`src/rtl/mbox_i2c_pkg.sv`:
```
package mbox_i2c_pkg;

    // register byte offsets
    localparam logic [3:0] OFS_STAT  = 4'h0;
    localparam logic [3:0] OFS_IEN   = 4'h2;
    localparam logic [3:0] OFS_WDAT  = 4'h4;
    localparam logic [3:0] OFS_CMD   = 4'h6;
    localparam logic [3:0] OFS_RDAT  = 4'h8;
    localparam logic [3:0] OFS_CMDRB = 4'hA;

    // command word fields
    localparam int CB_DIR  = 10;
    localparam int CB_TWO  = 11;
    localparam int CB_HOLD = 13;
    localparam logic [1:0] MODE_NATIVE = 2'b10;

    typedef struct packed {
        logic [6:0] addr;
        logic       wr;
        logic       two;
        logic       hold;
    } cmd_t;

    typedef enum logic [1:0] {
        ENG_IDLE,
        ENG_START,
        ENG_BIT,
        ENG_STOP
    } eng_e;

    function automatic logic is_native(input logic [1:0] mode);
        return mode == MODE_NATIVE;
    endfunction

    // first byte on the bus: address then direction (1 = read)
    function automatic logic [7:0] frame_byte(input logic [6:0] a, input logic wr);
        return {a, ~wr};
    endfunction

endpackage

```
`src/rtl/mbox_i2c_clkdiv.sv`:
```
module mbox_i2c_clkdiv #(
    parameter int DIV = 8
) (
    input  logic clk,
    input  logic rst,
    input  logic en,
    output logic tick
);
    generate
        if (DIV <= 1) begin : g_pass
            assign tick = en;
        end else begin : g_count
            localparam int CW = $clog2(DIV);
            localparam logic [CW-1:0] LAST = CW'(DIV - 1);
            logic [CW-1:0] cnt;

            always_ff @(posedge clk) begin
                if (rst || !en)
                    cnt <= '0;
                else if (cnt == LAST)
                    cnt <= '0;
                else
                    cnt <= cnt + 1'b1;
            end

            assign tick = en && (cnt == LAST);
        end
    endgenerate
endmodule

```
`src/rtl/mbox_i2c_engine.sv`:
```
module mbox_i2c_engine
    import mbox_i2c_pkg::*;
(
    input  logic        clk,
    input  logic        rst,
    input  logic        tick,
    input  logic        start,
    input  cmd_t        cmd_i,
    input  logic [15:0] wdata_i,
    input  logic        sda_i,
    output logic        busy,
    output logic        done,
    output logic        done_err,
    output logic        done_read,
    output logic [15:0] rx_data,
    output logic        scl_low,
    output logic        sda_low
);
    eng_e        state;
    logic [1:0]  phase;
    logic [3:0]  bitn;
    logic [1:0]  bytn;
    logic [7:0]  shreg;
    cmd_t        cmd_q;
    logic [15:0] wbuf;
    logic        ack_ok;
    logic        err_q;

    logic ack_slot, tx_mode, last_byte;
    assign ack_slot  = (bitn == 4'd8);
    assign tx_mode   = (bytn == 2'd0) || cmd_q.wr;
    assign last_byte = (bytn == (cmd_q.two ? 2'd2 : 2'd1));
    assign busy      = (state != ENG_IDLE);

    always_ff @(posedge clk) begin
        if (rst) begin
            state     <= ENG_IDLE;
            phase     <= '0;
            bitn      <= '0;
            bytn      <= '0;
            shreg     <= '0;
            cmd_q     <= '0;
            wbuf      <= '0;
            ack_ok    <= 1'b0;
            err_q     <= 1'b0;
            done      <= 1'b0;
            done_err  <= 1'b0;
            done_read <= 1'b0;
            rx_data   <= '0;
            scl_low   <= 1'b0;
            sda_low   <= 1'b0;
        end else begin
            done <= 1'b0;
            case (state)
                ENG_IDLE: begin
                    if (start) begin
                        cmd_q <= cmd_i;
                        wbuf  <= wdata_i;
                        err_q <= 1'b0;
                        phase <= '0;
                        state <= ENG_START;
                    end
                end
                // same four steps serve a fresh and a repeated START
                ENG_START: if (tick) begin
                    phase <= phase + 2'd1;
                    case (phase)
                        2'd0: sda_low <= 1'b0;
                        2'd1: scl_low <= 1'b0;
                        2'd2: sda_low <= 1'b1;
                        default: begin
                            scl_low <= 1'b1;
                            bitn    <= '0;
                            bytn    <= '0;
                            shreg   <= frame_byte(cmd_q.addr, cmd_q.wr);
                            state   <= ENG_BIT;
                        end
                    endcase
                end
                ENG_BIT: if (tick) begin
                    phase <= phase + 2'd1;
                    case (phase)
                        2'd0: begin
                            if (!ack_slot)
                                sda_low <= tx_mode & ~shreg[7];
                            else
                                sda_low <= !tx_mode && !last_byte;
                        end
                        2'd1: scl_low <= 1'b0;
                        2'd2: begin
                            if (!ack_slot)
                                shreg <= {shreg[6:0], sda_i};
                            else
                                ack_ok <= !sda_i;
                        end
                        default: begin
                            scl_low <= 1'b1;
                            if (!ack_slot) begin
                                bitn <= bitn + 4'd1;
                            end else if (tx_mode && !ack_ok) begin
                                err_q <= 1'b1;
                                state <= ENG_STOP;
                            end else begin
                                if (!tx_mode) begin
                                    if (bytn == 2'd1)
                                        rx_data[7:0] <= shreg;
                                    else
                                        rx_data[15:8] <= shreg;
                                end
                                if (last_byte) begin
                                    if (cmd_q.hold) begin
                                        state     <= ENG_IDLE;
                                        done      <= 1'b1;
                                        done_err  <= 1'b0;
                                        done_read <= !cmd_q.wr;
                                    end else begin
                                        state <= ENG_STOP;
                                    end
                                end else begin
                                    bytn  <= bytn + 2'd1;
                                    bitn  <= '0;
                                    shreg <= (bytn == 2'd0) ? wbuf[7:0] : wbuf[15:8];
                                end
                            end
                        end
                    endcase
                end
                ENG_STOP: if (tick) begin
                    phase <= phase + 2'd1;
                    case (phase)
                        2'd0: sda_low <= 1'b1;
                        2'd1: scl_low <= 1'b0;
                        2'd2: sda_low <= 1'b0;
                        default: begin
                            state     <= ENG_IDLE;
                            done      <= 1'b1;
                            done_err  <= err_q;
                            done_read <= !cmd_q.wr;
                        end
                    endcase
                end
                default: state <= ENG_IDLE;
            endcase
        end
    end
endmodule

```
`src/rtl/mbox_i2c_regs.sv`:
```
module mbox_i2c_regs
    import mbox_i2c_pkg::*;
(
    input  logic        clk,
    input  logic        rst,
    input  logic        wr_en,
    input  logic [3:0]  addr,
    input  logic [15:0] wdata,
    input  logic        busy,
    input  logic        done,
    input  logic        done_err,
    input  logic        done_read,
    input  logic [15:0] rx_data,
    output logic [15:0] rdata,
    output logic        start,
    output cmd_t        cmd_o,
    output logic [15:0] wmbox_o,
    output logic        irq
);
    // flag order inside stat/ien: [0]=error, [1]=write done, [2]=read done
    logic [2:0]  stat, ien;
    logic [15:0] wmbox, cmdrb;
    logic [2:0]  set_v, clr_v;

    assign start = wr_en && (addr == OFS_CMD) && is_native(wdata[15:14]) && !busy;
    assign cmd_o = '{addr: wdata[7:1], wr: wdata[CB_DIR], two: wdata[CB_TWO], hold: wdata[CB_HOLD]};

    always_comb begin
        set_v = 3'b000;
        if (done) begin
            if (done_err)       set_v = 3'b001;
            else if (done_read) set_v = 3'b100;
            else                set_v = 3'b010;
        end
        clr_v = (wr_en && addr == OFS_STAT) ? wdata[15:13] : 3'b000;
    end

    always_ff @(posedge clk) begin
        if (rst) begin
            stat  <= '0;
            ien   <= '0;
            wmbox <= '0;
            cmdrb <= '0;
        end else begin
            stat <= (stat & ~clr_v) | set_v;
            if (wr_en && addr == OFS_IEN)  ien   <= wdata[15:13];
            if (wr_en && addr == OFS_WDAT) wmbox <= wdata;
            if (start)                     cmdrb <= wdata;
        end
    end

    assign wmbox_o = wmbox;
    assign irq     = |(stat & ien);

    always_comb begin
        case (addr)
            OFS_STAT:           rdata = {stat, 13'd0};
            OFS_IEN:            rdata = {ien, 13'd0};
            OFS_WDAT:           rdata = wmbox;
            OFS_CMD, OFS_CMDRB: rdata = cmdrb;
            OFS_RDAT:           rdata = rx_data;
            default:            rdata = '0;
        endcase
    end
endmodule

```
`src/rtl/mbox_i2c_master.sv`:
```
module mbox_i2c_master
    import mbox_i2c_pkg::*;
#(
    parameter int DIV = 8
) (
    input  logic        clk,
    input  logic        rst,
    input  logic        reg_wr,
    input  logic [3:0]  reg_addr,
    input  logic [15:0] reg_wdata,
    output logic [15:0] reg_rdata,
    input  logic        sda_i,
    output logic        scl_oe,
    output logic        sda_oe,
    output logic        irq
);
    logic        busy, start, tick;
    logic        eng_done, eng_err, eng_read;
    logic [15:0] rx_data, wmbox;
    cmd_t        cmd;

    mbox_i2c_regs u_regs (
        .clk(clk), .rst(rst), .wr_en(reg_wr), .addr(reg_addr), .wdata(reg_wdata),
        .busy(busy), .done(eng_done), .done_err(eng_err), .done_read(eng_read),
        .rx_data(rx_data), .rdata(reg_rdata), .start(start), .cmd_o(cmd),
        .wmbox_o(wmbox), .irq(irq)
    );

    mbox_i2c_clkdiv #(.DIV(DIV)) u_div (
        .clk(clk), .rst(rst), .en(busy), .tick(tick)
    );

    mbox_i2c_engine u_eng (
        .clk(clk), .rst(rst), .tick(tick), .start(start), .cmd_i(cmd),
        .wdata_i(wmbox), .sda_i(sda_i), .busy(busy), .done(eng_done),
        .done_err(eng_err), .done_read(eng_read), .rx_data(rx_data),
        .scl_low(scl_oe), .sda_low(sda_oe)
    );
endmodule

```
`config.mk`:
```
export PLATFORM = sky130hd
export DESIGN_NAME = mbox_i2c_master
export DESIGN_NICKNAME = d
export VERILOG_FILES = /design/src/rtl/mbox_i2c_pkg.sv /design/src/rtl/mbox_i2c_clkdiv.sv /design/src/rtl/mbox_i2c_engine.sv /design/src/rtl/mbox_i2c_regs.sv /design/src/rtl/mbox_i2c_master.sv
export SDC_FILE = /design/constraint.sdc
export NUM_CORES = 1
export LEC_CHECK = 0
export BUFFER_PORTS_ARGS = -buffer_cell sky130_fd_sc_hd__buf_4
export CORE_MARGIN = 5
export CORE_UTILIZATION = 40
export DETAILED_ROUTE_END_ITERATION = 12
export PLACE_DENSITY = 0.58
export SYNTH_ARGS = -nofsm -noshare
export SYNTH_HDL_FRONTEND = slang
export SYNTH_HIERARCHICAL = 1
export SYNTH_SLANG_ARGS = --single-unit
```
`constraint.sdc`:
```
create_clock -name clk -period 5.8 [get_ports clk]
set_input_delay 0.29 -clock clk [delete_from_list [all_inputs] [get_ports clk]]
set_output_delay 0.29 -clock clk [all_outputs]
set_load 0.05 [all_outputs]
```
# Word-level counts from Yosys, hierarchy flattened
# Index checks and enable logic that the tools add are counted.
[op_classes]
muxes = 91
n_reduce_logical = 48
n_eq_ne = 43
bitwise = 11
addsub = 4
[op_table]
columns = ["operator", "n"]
rows = [
  ["$pmux 16 s5", 1],
  ["$mux 8", 8],
  ["$mux 2", 19],
  ["$mux 1", 37],
  ["$pmux 8 s2", 2],
  ["$mux 4", 7],
  ["$reduce_and 7->1", 4],
  ["$reduce_and 9->1", 3],
  ["$ne 2x2->1 const B", 11],
  ["$ne 2x1->1 const B", 8],
  ["$pmux 1 s2", 8],
  ["$ne 3x3->1 const B", 5],
  ["$eq 4x4->1 const B", 3],
  ["$mux 3", 4],
  ["$ne 3x1->1 const B", 4],
  ["$reduce_bool 2->1", 5],
  ["$reduce_or 2->1", 5],
  ["$logic_and 1x1->1", 9],
  ["$reduce_or 3->1", 3],
  ["$eq 2x2->1 const B", 4],
  ["$eq 4x3->1 const B", 2],
  ["$pmux 2 s2", 2],
  ["$pmux 2 s4", 1],
  ["$pmux 4 s2", 1],
  ["23 further kinds", 41],
]
[totals]
regBits = 108

# Logic depth before layout (Yosys ltp)
# Gate-level depths: netlist of run 1.
[logic_depth]
ltp_word = 8
depth_mapped = 12
ltp_nobuf = 9

# By module
# Netlist of run 1, hierarchy kept.
[by_module_without_submodules]
columns = ["mod", "n_inst", "seq_area_each_um2", "area_each_um2", "cells_each"]
rows = [
  ["mbox_i2c_engine", 1, 1341.3, 3304.4, 380],
  ["mbox_i2c_regs", 1, 760.7, 2100.8, 234],
  ["mbox_i2c_clkdiv", 1, 60.1, 131.4, 9],
]

# Worst setup path before layout of run 1
# No wires, ideal clock.
[synth_timing]
kind = "reg-to-reg"
start = "reg u_eng.state[0]"
end = "reg u_eng/cmd_q[0] (netlist bit)"
t_arrival_ns = 2.391
synth_period_minus_slack_ns = 2.461
required_ns = 5.730
setup_time_ns = 0.070
stages_incl_launch_ff = 13
path_buffers = 4
slack_ns = 3.339
cell_sequence = "dfxtp_1 > inv_1 > ha_1 > inv_1 > or4_1 > buf_2 > inv_2 > buf_6 > and2_1 > clkbuf_1 > clkbuf_1 > nand2_1 > a21oi_1"
[synth_between]
elab_chain_len = 4
word_cells_on_any_way = 5
[synth_lines]
columns = ["element", "line", "source"]
rows = [
  ["start, declared", "mbox_i2c_engine.sv:19", "eng_e state;"],
  ["start signal, assigned", "mbox_i2c_engine.sv:37", "state <= ENG_IDLE;"],
  ["start signal, assigned", "mbox_i2c_engine.sv:61", "state <= ENG_START;"],
  ["start signal, assigned", "mbox_i2c_engine.sv:76", "state <= ENG_BIT;"],
  ["$reduce_bool 2->1", "mbox_i2c_engine.sv:33", "assign busy = (state != ENG_IDLE);"],
  ["net busy", "mbox_i2c_master.sv:17", "logic busy, start, tick;"],
  ["$logic_not 1->1", "mbox_i2c_regs.sv:25", "assign start = wr_en && (addr == OFS_CMD) && is_native(wdata[15:14]) && !busy;"],
  ["$logic_and 1x1->1", "mbox_i2c_regs.sv:25", ""],
  ["net start", "mbox_i2c_master.sv:17", ""],
  ["$reduce_and 2->1 (no line)", "--", ""],
  ["end signal, assigned", "mbox_i2c_engine.sv:57", "cmd_q <= cmd_i;"],
  ["end, declared", "mbox_i2c_engine.sv:24", "cmd_t cmd_q;"],
]
# The timed path passes the listed nets, and every way through them passes these cells.
# A chain may end at the register's enable or synchronous reset.

# Worst setup path after layout of run 1
[layout_timing]
start = "reg u_eng.state[1]"
end = "reg u_eng.err_q"
[layout_between]
elab_chain_len = 5
word_cells_on_any_way = 14
[layout_lines]
columns = ["element", "line", "source"]
rows = [
  ["$reduce_bool 2->1", "mbox_i2c_engine.sv:33", ""],
  ["net busy", "mbox_i2c_master.sv:17", ""],
  ["$logic_not 1->1", "mbox_i2c_regs.sv:25", ""],
  ["$logic_and 1x1->1", "mbox_i2c_regs.sv:25", ""],
  ["net start", "mbox_i2c_master.sv:17", ""],
  ["$ne 2x2->1 (no line)", "--", ""],
  ["$reduce_and 6->1 (no line)", "--", ""],
  ["end signal, assigned", "mbox_i2c_engine.sv:45", "err_q <= 1'b0;"],
  ["end signal, assigned", "mbox_i2c_engine.sv:59", "err_q <= 1'b0;"],
  ["end signal, assigned", "mbox_i2c_engine.sv:101", "err_q <= 1'b1;"],
  ["end, declared", "mbox_i2c_engine.sv:27", "logic err_q;"],
]
# The timed path passes the listed nets, and every way through them passes these cells.

==> results.txt, run 1 <==
- Once detailed placement completed, the half-perimeter wirelength came to just over 10000 um.
- In this run the standard cell core region covers between 10000 and 15000 um2.
- By instance count, the cell type seen most on the critical path is sky130_fd_sc_hd__inv_1.
* Most used flip-flop cell after synthesis: sky130_fd_sc_hd__dfxtp_1
- N_diodes: 0
- TritonCTS built the clock tree.
- Seq/Total Area, Yosys: 39.05%
- Remaining number of nets flagged by the antenna check after routing: 0
- Between clock sinks in the finished design, the worst skew comes to 0.01025 ns.
- The finished cells cover between 6000 and 7000 um2.
- Clk slew on worst S/H paths: ~0.07 ns
- Final worst-path setup slack: ~2.7 ns
- Portion of total power attributed to the clock network: around two fifths
- Post-synth EDFFs: 0
- The final layout contains routed wiring with a total length of roughly 14000 um.
* Worst setup slack before clock tree synthesis: between 2 and 3 ns
* Pint: around 0.0012 W
- Setup repair after global routing missed its margin: false
- STA puts the critical path data required time at between 5 and 6 ns.
- The first detailed-routing pass ran for 6 iterations.
* Worst slew margin relative to its limit: a little under a fifth
* Slowest cell on crit path: sky130_fd_sc_hd__or4_1
- # clock sinks: 108
* Fin Setup TNS: 0 ns
- The final hold violation count is 0.
- Dividing the detail-routed via count by the number of cells gives approximately 5.5.
* Number of warnings printed during yosys synthesis: 6
* CP endpoint kind: register
* DR WL/cell: ~17 um
- Number of register bits inferred by synthesis: roughly 110
* Synth-to-Final Area Change: 10.87%
* Number of setup buffers added after CTS: 0
* Category of the worst setup path launch point: register
- FMAX: ~0.32 GHz
- Synth area leader: sky130_fd_sc_hd__dfxtp_1
- Combinational share of power: 11.7%
- The path class of the tightest hold or removal check is in -> reg.
* Row cnt: 43
- WP data arrival: approximately 3.3 ns
- The final layout contains approximately 670 nets.
* Die Span Y: 127.7 um
* Initial antenna violation count: 0
- Dividing the synthesized area by the synthesized cell count gives between 8 and 9 um2.
* Sequence of cells on the critical path: inv_1, ha_1, inv_1, or4_1, inv_2, nand2_1, o21ai_0, a21oi_1
- Ranking of synthesized cells by instance count: sky130_fd_sc_hd__dfxtp_1, sky130_fd_sc_hd__nand2_1, sky130_fd_sc_hd__mux2i_1
* Fraction of the cycle the final worst path needs: 54.30%
- Power spread over the standard cell area amounts to roughly 260 nW/um2.
- Total leakage power: ~2.4 nW
- Most area-consuming cells after synthesis: sky130_fd_sc_hd__dfxtp_1, sky130_fd_sc_hd__mux2i_1, sky130_fd_sc_hd__nand2b_1
- Counting I/O delays and the setup requirement, the final critical path takes ~3.1 ns.
- In this design, the stage delay of the slowest critical-path cell is between 0.7 and 0.8 ns.
* Count of hold buffers inserted by post-cts repair: 0
* CTS Root Cell: sky130_fd_sc_hd__clkbuf_16
- The initial utilization of the core area, before any placement, comes to around two fifths.
- For this design the total switching power over the nets is about 0.00041 W.
* Via count of the routed design: between 4000 and 5000
* Vias in the first global route: about 4200
* Placement-stage cell area: 5829 um2
- For this run, the total global-route usage over all layers was measured as 17.23%.
- Worst Setup Path Type: reg -> reg
* Switching Fraction: approximately a quarter
- The post-route netlist has a little over an eighth of its cells at a drive strength greater than 1.
- Most common cell in the synthesized netlist: sky130_fd_sc_hd__dfxtp_1
- In this run the worst path has a maximum fanout of 27.
- In this run the register-to-register setup slack is roughly 2.7 ns.
* Maximum ir drop on the vdd rail: roughly 0.00018 V
- Pin count of the biggest net entering global routing: 116
* Number of instances resized during post-cts repair: 0
- Maximum buffer depth of the clock tree: 2
- Total gr overflow: 0
- Registers are responsible for about half of the overall power.
- Inserted Clock Buffers: 9
* Max-cap violation count: 0
- At the pin with the least slew margin, the transition time is roughly 1.2 ns.
- Last weighted congestion value of the routability-driven placer: roughly 0.80
- The floorplan step set the die width to about 130 um.
* Clk_lat worst skew: 0.35 ns
* Number of I/O pins: 43
- In this run, the number of DRC markers left after iteration 0 of detailed routing was between 400 and 500.
* Run status: complete, no violations
- Synthesized cell area: ~5500 um2
- Counting both buffers and inverters, the worst setup path holds a total of 3.
- Synthesis produced a netlist with a net count of about 660.
- The H-tree was split into 3 levels.
* Area share of the largest cell type after synthesis: between 30 and 40%
- Final count of pins violating max slew: 0
- The first global-routing pass estimated approximately 23000 um of wire.
- Setup violations remaining at the end of the flow were counted as 0.
* Cell family with most CP delay: simple AND/OR/NAND/NOR gates
* DRC errors left: 0
- DIE AREA: 16290 um2
* Synth cell types: 69
- Counting flops with an async set or reset pin after synthesis yields a share of 0%.
- Mapped Cells: 623
- During placement, the flow inserted port buffers numbering 42.
-- path summary, 6_finish.rpt --
check                 startpoint              to  depth (start not counted)
setup reg to reg  u_eng/state[1]     u_eng/err_q                          8
hold reg to reg   u_eng/wbuf[10]  u_eng/wbuf[10]                          2
setup / recovery  u_eng/state[1]     u_eng/err_q                          8
hold / removal     reg_wdata[13]  u_regs/stat[0]                          2
-- cells by family (layout without fill, tap and decap cells) --
family / count (synthesis) / after routing / synth area share (%)
simple gates: 235 / 235 / 23.23
compound gates: 128 / 128 / 16.00
flops: 108 / 108 / 39.05
buf+inv: 71 / 80 / 6.350
mux: 65 / 65 / 11.82
fa+ha+maj: 15 / 15 / 3.390
xor+xnor: 1 / 1 / 0.1582
-- per-stage QoR --
stage | power [W] | utilization (%) | hold WS (ns) | std cells
2_1_floorplan | 0.0009149 | - | 0.3635 | 623
3_3_place_gp | 0.0009642 | 42.49 | 0.4372 | 796
3_5_place_dp | 0.0009686 | 42.49 | 0.4458 | 796
4_1_cts | 0.001609 | 44.74 | 0.1723 | 812
5_1_grt | 0.001656 | 44.74 | 0.1822 | 812
6_report | 0.001594 | 44.74 | 0.1824 | 812
-- metal layers --
layer | vias to the layer above | wire length [um] | global-route usage (%)
li1 | 2201 | - | -
met1 | 2191 | 6253 | 22.42
met2 | 105 | 7046 | 29.24
met3 | 6 | 688 | 4.375
met4 | 0 | 102 | 3.246
met5 | - | 0 | 0
-- cells in the final DEF, fill, tap and decap left out, drive strengths merged, types with 6 or more instances in the layout --
| cell type | n |
|---|---|
| a211oi | 11 |
| nor2 | 25 |
| mux2i | 62 |
| o211ai | 8 |
| inv | 21 |
| dfxtp | 108 |
| buf | 46 |
| a21oi | 40 |
| a22oi | 14 |
| nor3 | 8 |
| nand3 | 17 |
| ha | 15 |
| nand2b | 53 |
| clkbuf | 10 |
| o21ai | 18 |
| nor3b | 6 |
| a2111oi | 8 |
| nand2 | 84 |
-- power groups by stage --
stage | clock network (W) | logic [W] | registers, W
after global routing | 0.000687 | 0.000200 | 0.000769
after detailed placement | 0 | 0.000184 | 0.000784
final | 0.000641 | 0.000186 | 0.000767
after floorplan | 0 | 0.000123 | 0.000792
after global placement | 0 | 0.000181 | 0.000783
after CTS | 0.000657 | 0.000185 | 0.000767
-- sequential cells by signal (all words and copies together) (netlist names) --
register	count
u_eng/rx_data	16
u_eng/wbuf	16
u_regs/cmdrb	16
u_regs/wmbox_o	16
u_eng/cmd_q	10
u_eng/shreg	8
u_eng/bitn	4
u_div/g_count.cnt	3
u_regs/ien	3
u_regs/stat	3
u_eng/bytn	2
u_eng/phase	2
u_eng/state	2
u_eng/ack_ok	1
u_eng/done	1
u_eng/done_err	1
u_eng/done_read	1
u_eng/err_q	1
u_eng/scl_low	1
u_eng/sda_low	1
-- cell type report --
class	count	area [um2]
tap	180	225.2
multi-input combinational	444	3029
clock inverter	6	70.07
clock buffer	10	239.0
sequential	108	2162
timing repair buffer	46	345.3
fill	1352	7581
inverter	18	67.56
No activity file was read; power rests on OpenSTA's default activity.
==> run 2, diff against run 1 <==
- clock period: 5.8 -> 2.9 ns (I/O delays scaled with it)
==> run 2 against run 1 <==
First-iteration DRC count decreased by 27%. Clock-buffer cell count stayed put. Total power rose by 97%. Die area is the same. Cell count is 1.5% higher. Clock skew down 0.0022 ns. Highest routed layer unchanged.
==> results.txt, run 2 (synthesis gave the netlist of run 1 again) <==
* Run status: complete, no violations
- WP data arrival: 2.85 ns (-0.49 ns)
- The DRC marker count from the first detailed-route iteration was 295 (-27%).
* Clk_lat worst skew: 0.35 ns (about the same)
* Count of final hold-check violations: 0 (unchanged)
* Switching Fraction: 25.64% (-0.34 points)
- DIE AREA: 16290 um2 (unchanged)
- The clock network power share is 39.5% (-0.7 points).
- On the critical path, the stage with the largest delay is an instance of sky130_fd_sc_hd__nor3_1.
- The routed length per placed instance was 16.62 um (-4.2%).
* Total gr overflow: 0 (unchanged)
- Vias in the first global route: 4310 (+1.7%)
- GRT Overall Usage: 17.12% (-0.11 points)
* Remaining number of nets flagged by the antenna check after routing: 0 (unchanged)
- Grouping stages by cell kind, the critical path spends the most delay in simple AND/OR/NAND/NOR gates.
- Synth-to-Final Area Change: 12.45%
- Initial antenna violation count: 0 (unchanged)
* Die Span Y: 127.7 um (unchanged)
- Commonest cells after routing, fill and taps aside: sky130_fd_sc_hd__dfxtp_1, sky130_fd_sc_hd__nand2_1, sky130_fd_sc_hd__mux2i_1, sky130_fd_sc_hd__buf_4, sky130_fd_sc_hd__nand2b_1
* Initial standard-cell utilization of the core: 40.36% (unchanged)
- Cells on worst reg2reg path: 6 (-2)
- The shortest clock period the worst path allows after layout was 2.614 ns (-0.5351 ns).
* Worst setup slack before clock tree synthesis: 0.2874 ns (-2.359 ns)
- Sequential group share of total power: 48.8% (+0.7 points)
- The first-pass detailed-route iteration total is 4 (-2).
* Depth of the CTS H-tree: 3 (unchanged)
- Placed cells: 807 (+1.4%)
- TritonCTS built the clock tree.
- Count of cell instances traversed by the critical path: 6 (-2)
- The clock-pin slew on the worst setup and hold paths was 0.07 ns (about the same).
* Maximum ir drop on the vdd rail: 0.0003014 V (+63%)
- The die extent in x is 127.7 um (unchanged).
* Max-cap violation count: 0 (unchanged)
- Post-route clock skew: 0.008094 ns (-0.002157 ns)
- Req. time, crit path: 3.14 ns (-2.85 ns)
- CORE AREA: 13720 um2 (unchanged)
- The maximum clock insertion buffer count came to 2 (unchanged).
* First-pass GRT wire length: 22400 um (-0.58%)
* Combinational share of power: 11.7% (about the same)
* DRC errors left: 0 (unchanged)
- Via count of the routed design: 4476 (-0.60%)
- The tightest min-delay check is of the in -> reg type.
- The wire length reported by the detailed router came to 13700 um (-2.8%).
- Worst slew margin relative to its limit: 21.84% (+3.0 points)
- Final setup viols: 0 (unchanged)
- The number of instances on the worst hold path came to 3 (+1).
- The setup path with the least slack is of type reg -> reg.
- Row cnt: 43 (unchanged)
* Net total in the final layout: 678 (+1.8%)
- Number of setup buffers added after CTS: 0 (unchanged)
* Last weighted congestion value of the routability-driven placer: 0.8236 (+2.8%)
- The cell leakage power came to 2.446 nW (+2.4%).
- Pin count of the biggest net entering global routing: 96 (-17%)
- The top-level port count is 43 (unchanged).
* CTS Root Cell: sky130_fd_sc_hd__clkbuf_16
* Crit path max fanout: 12 (-56%)
* Count of hold buffers inserted by post-cts repair: 1 (+1)
- FMAX: 0.3825 GHz (+20%)
- Fraction of final layout cells sized beyond drive strength 1: 14.75% (+1.3 points)
- STA classifies the critical path endpoint as a register.
* Fraction of the cycle the final worst path needs: 90.15% (+36 points)
- N_diodes: 0 (unchanged)
* Number of instances resized during post-cts repair: 0 (unchanged)
- Setup repair after global routing left no endpoint under its margin.
- The slew of the pin with the lowest slew margin came to 1.163 ns (-0.04984 ns).
- The final worst slack came to 0.2858 ns (-2.365 ns).
- Overall power consumption: 0.003137 W (+97%)
- HPWL after detailed placement: 9871 um (-1.9%)
- STA classifies the critical path startpoint as a register.
- Count of input and output buffers: 42 (unchanged)
- Final Non-Filler Cells: 824 (+1.5%)
- # clock sinks: 108 (unchanged)
- Pint: 0.002333 W (+98%)
- Power density relative to cell area: 503.9 nW/um2 (+94%)
* Total net switching power: 0.0008045 W (+94%)
* Final count of pins violating max slew: 0 (unchanged)
- Fin Setup TNS: 0 ns (unchanged)
- The number of buffers and inverters on the critical path came to 1 (-2).
- Largest stage delay, worst path: 0.94 ns (+0.20 ns)
- Leading cell type in the layout, fill and taps excluded: sky130_fd_sc_hd__dfxtp_1
- The post-detailed-route via-to-cell ratio is 5.432 (-2.0%).
* Inserted Clock Buffers: 9 (unchanged)
* Sequence of cells on the critical path: inv_1, ha_1, o21ba_2, nor3_1, a211oi_1, a32o_1
* Worst hold slack: 0.05429 ns (-0.1282 ns)
[run 2: cell type report]
cell class,count,area [um2]
well taps,180,225.2
clock buffers,10,229.0
clock inverters,6,62.56
flip-flops and latches,108,2162
fillers,1362,7493
repair buffers,58,450.4
inverters,18,67.56
multi-input cells,444,3029
[run 2: worst register-to-register path, delay by kind of cell (launching register included)]
kind | cells | cell delay [ns]
AND/OR/NAND/NOR | 1 | 0.94
buffers and inverters | 1 | 0.08
flip-flops | 1 | 0.40
adder cells (fa/ha/maj) | 1 | 0.22
AO/OA/AOI/OAI | 3 | 0.87
[run 2: final timing paths]
kind | from | end | slack (ns)
min reg2reg | u_regs/cmdrb[15] | u_regs/cmdrb[15] | 0.46
max reg2reg | u_eng/bytn[0] | u_eng/bytn[1] | 0.29
max | u_eng/bytn[0] | u_eng/bytn[1] | 0.29
min | reg_wdata[6] | u_eng/cmd_q[8] | 0.05
[run 2: stage by stage]
step	cell area, um2	utilization (%)
after floorplan	5537	-
after global placement	5924	43.18
after detailed placement	5924	43.18
after CTS	6226	45.38
after global routing	6226	45.38
final	6226	45.38
[run 2: power by group through the flow]
stage / registers, W / clock network [W] / logic [W]
after detailed placement: 0.00157 / 0 / 0.000364
after CTS: 0.00153 / 0.00127 / 0.000367
after global routing: 0.00154 / 0.00132 / 0.000407
final: 0.00153 / 0.00124 / 0.000367
after global placement: 0.00157 / 0 / 0.000358
after floorplan: 0.00158 / 0 / 0.000247
[run 2: metal layers]
metal | share of wire (%) | routed length [um] | global-route usage, %
met3 | 3.9 | 540 | 3.583
met5 | 0 | 0 | 0
met4 | 2.3 | 320 | 5.805
met1 | 47 | 6374 | 22.60
met2 | 47 | 6463 | 27.93
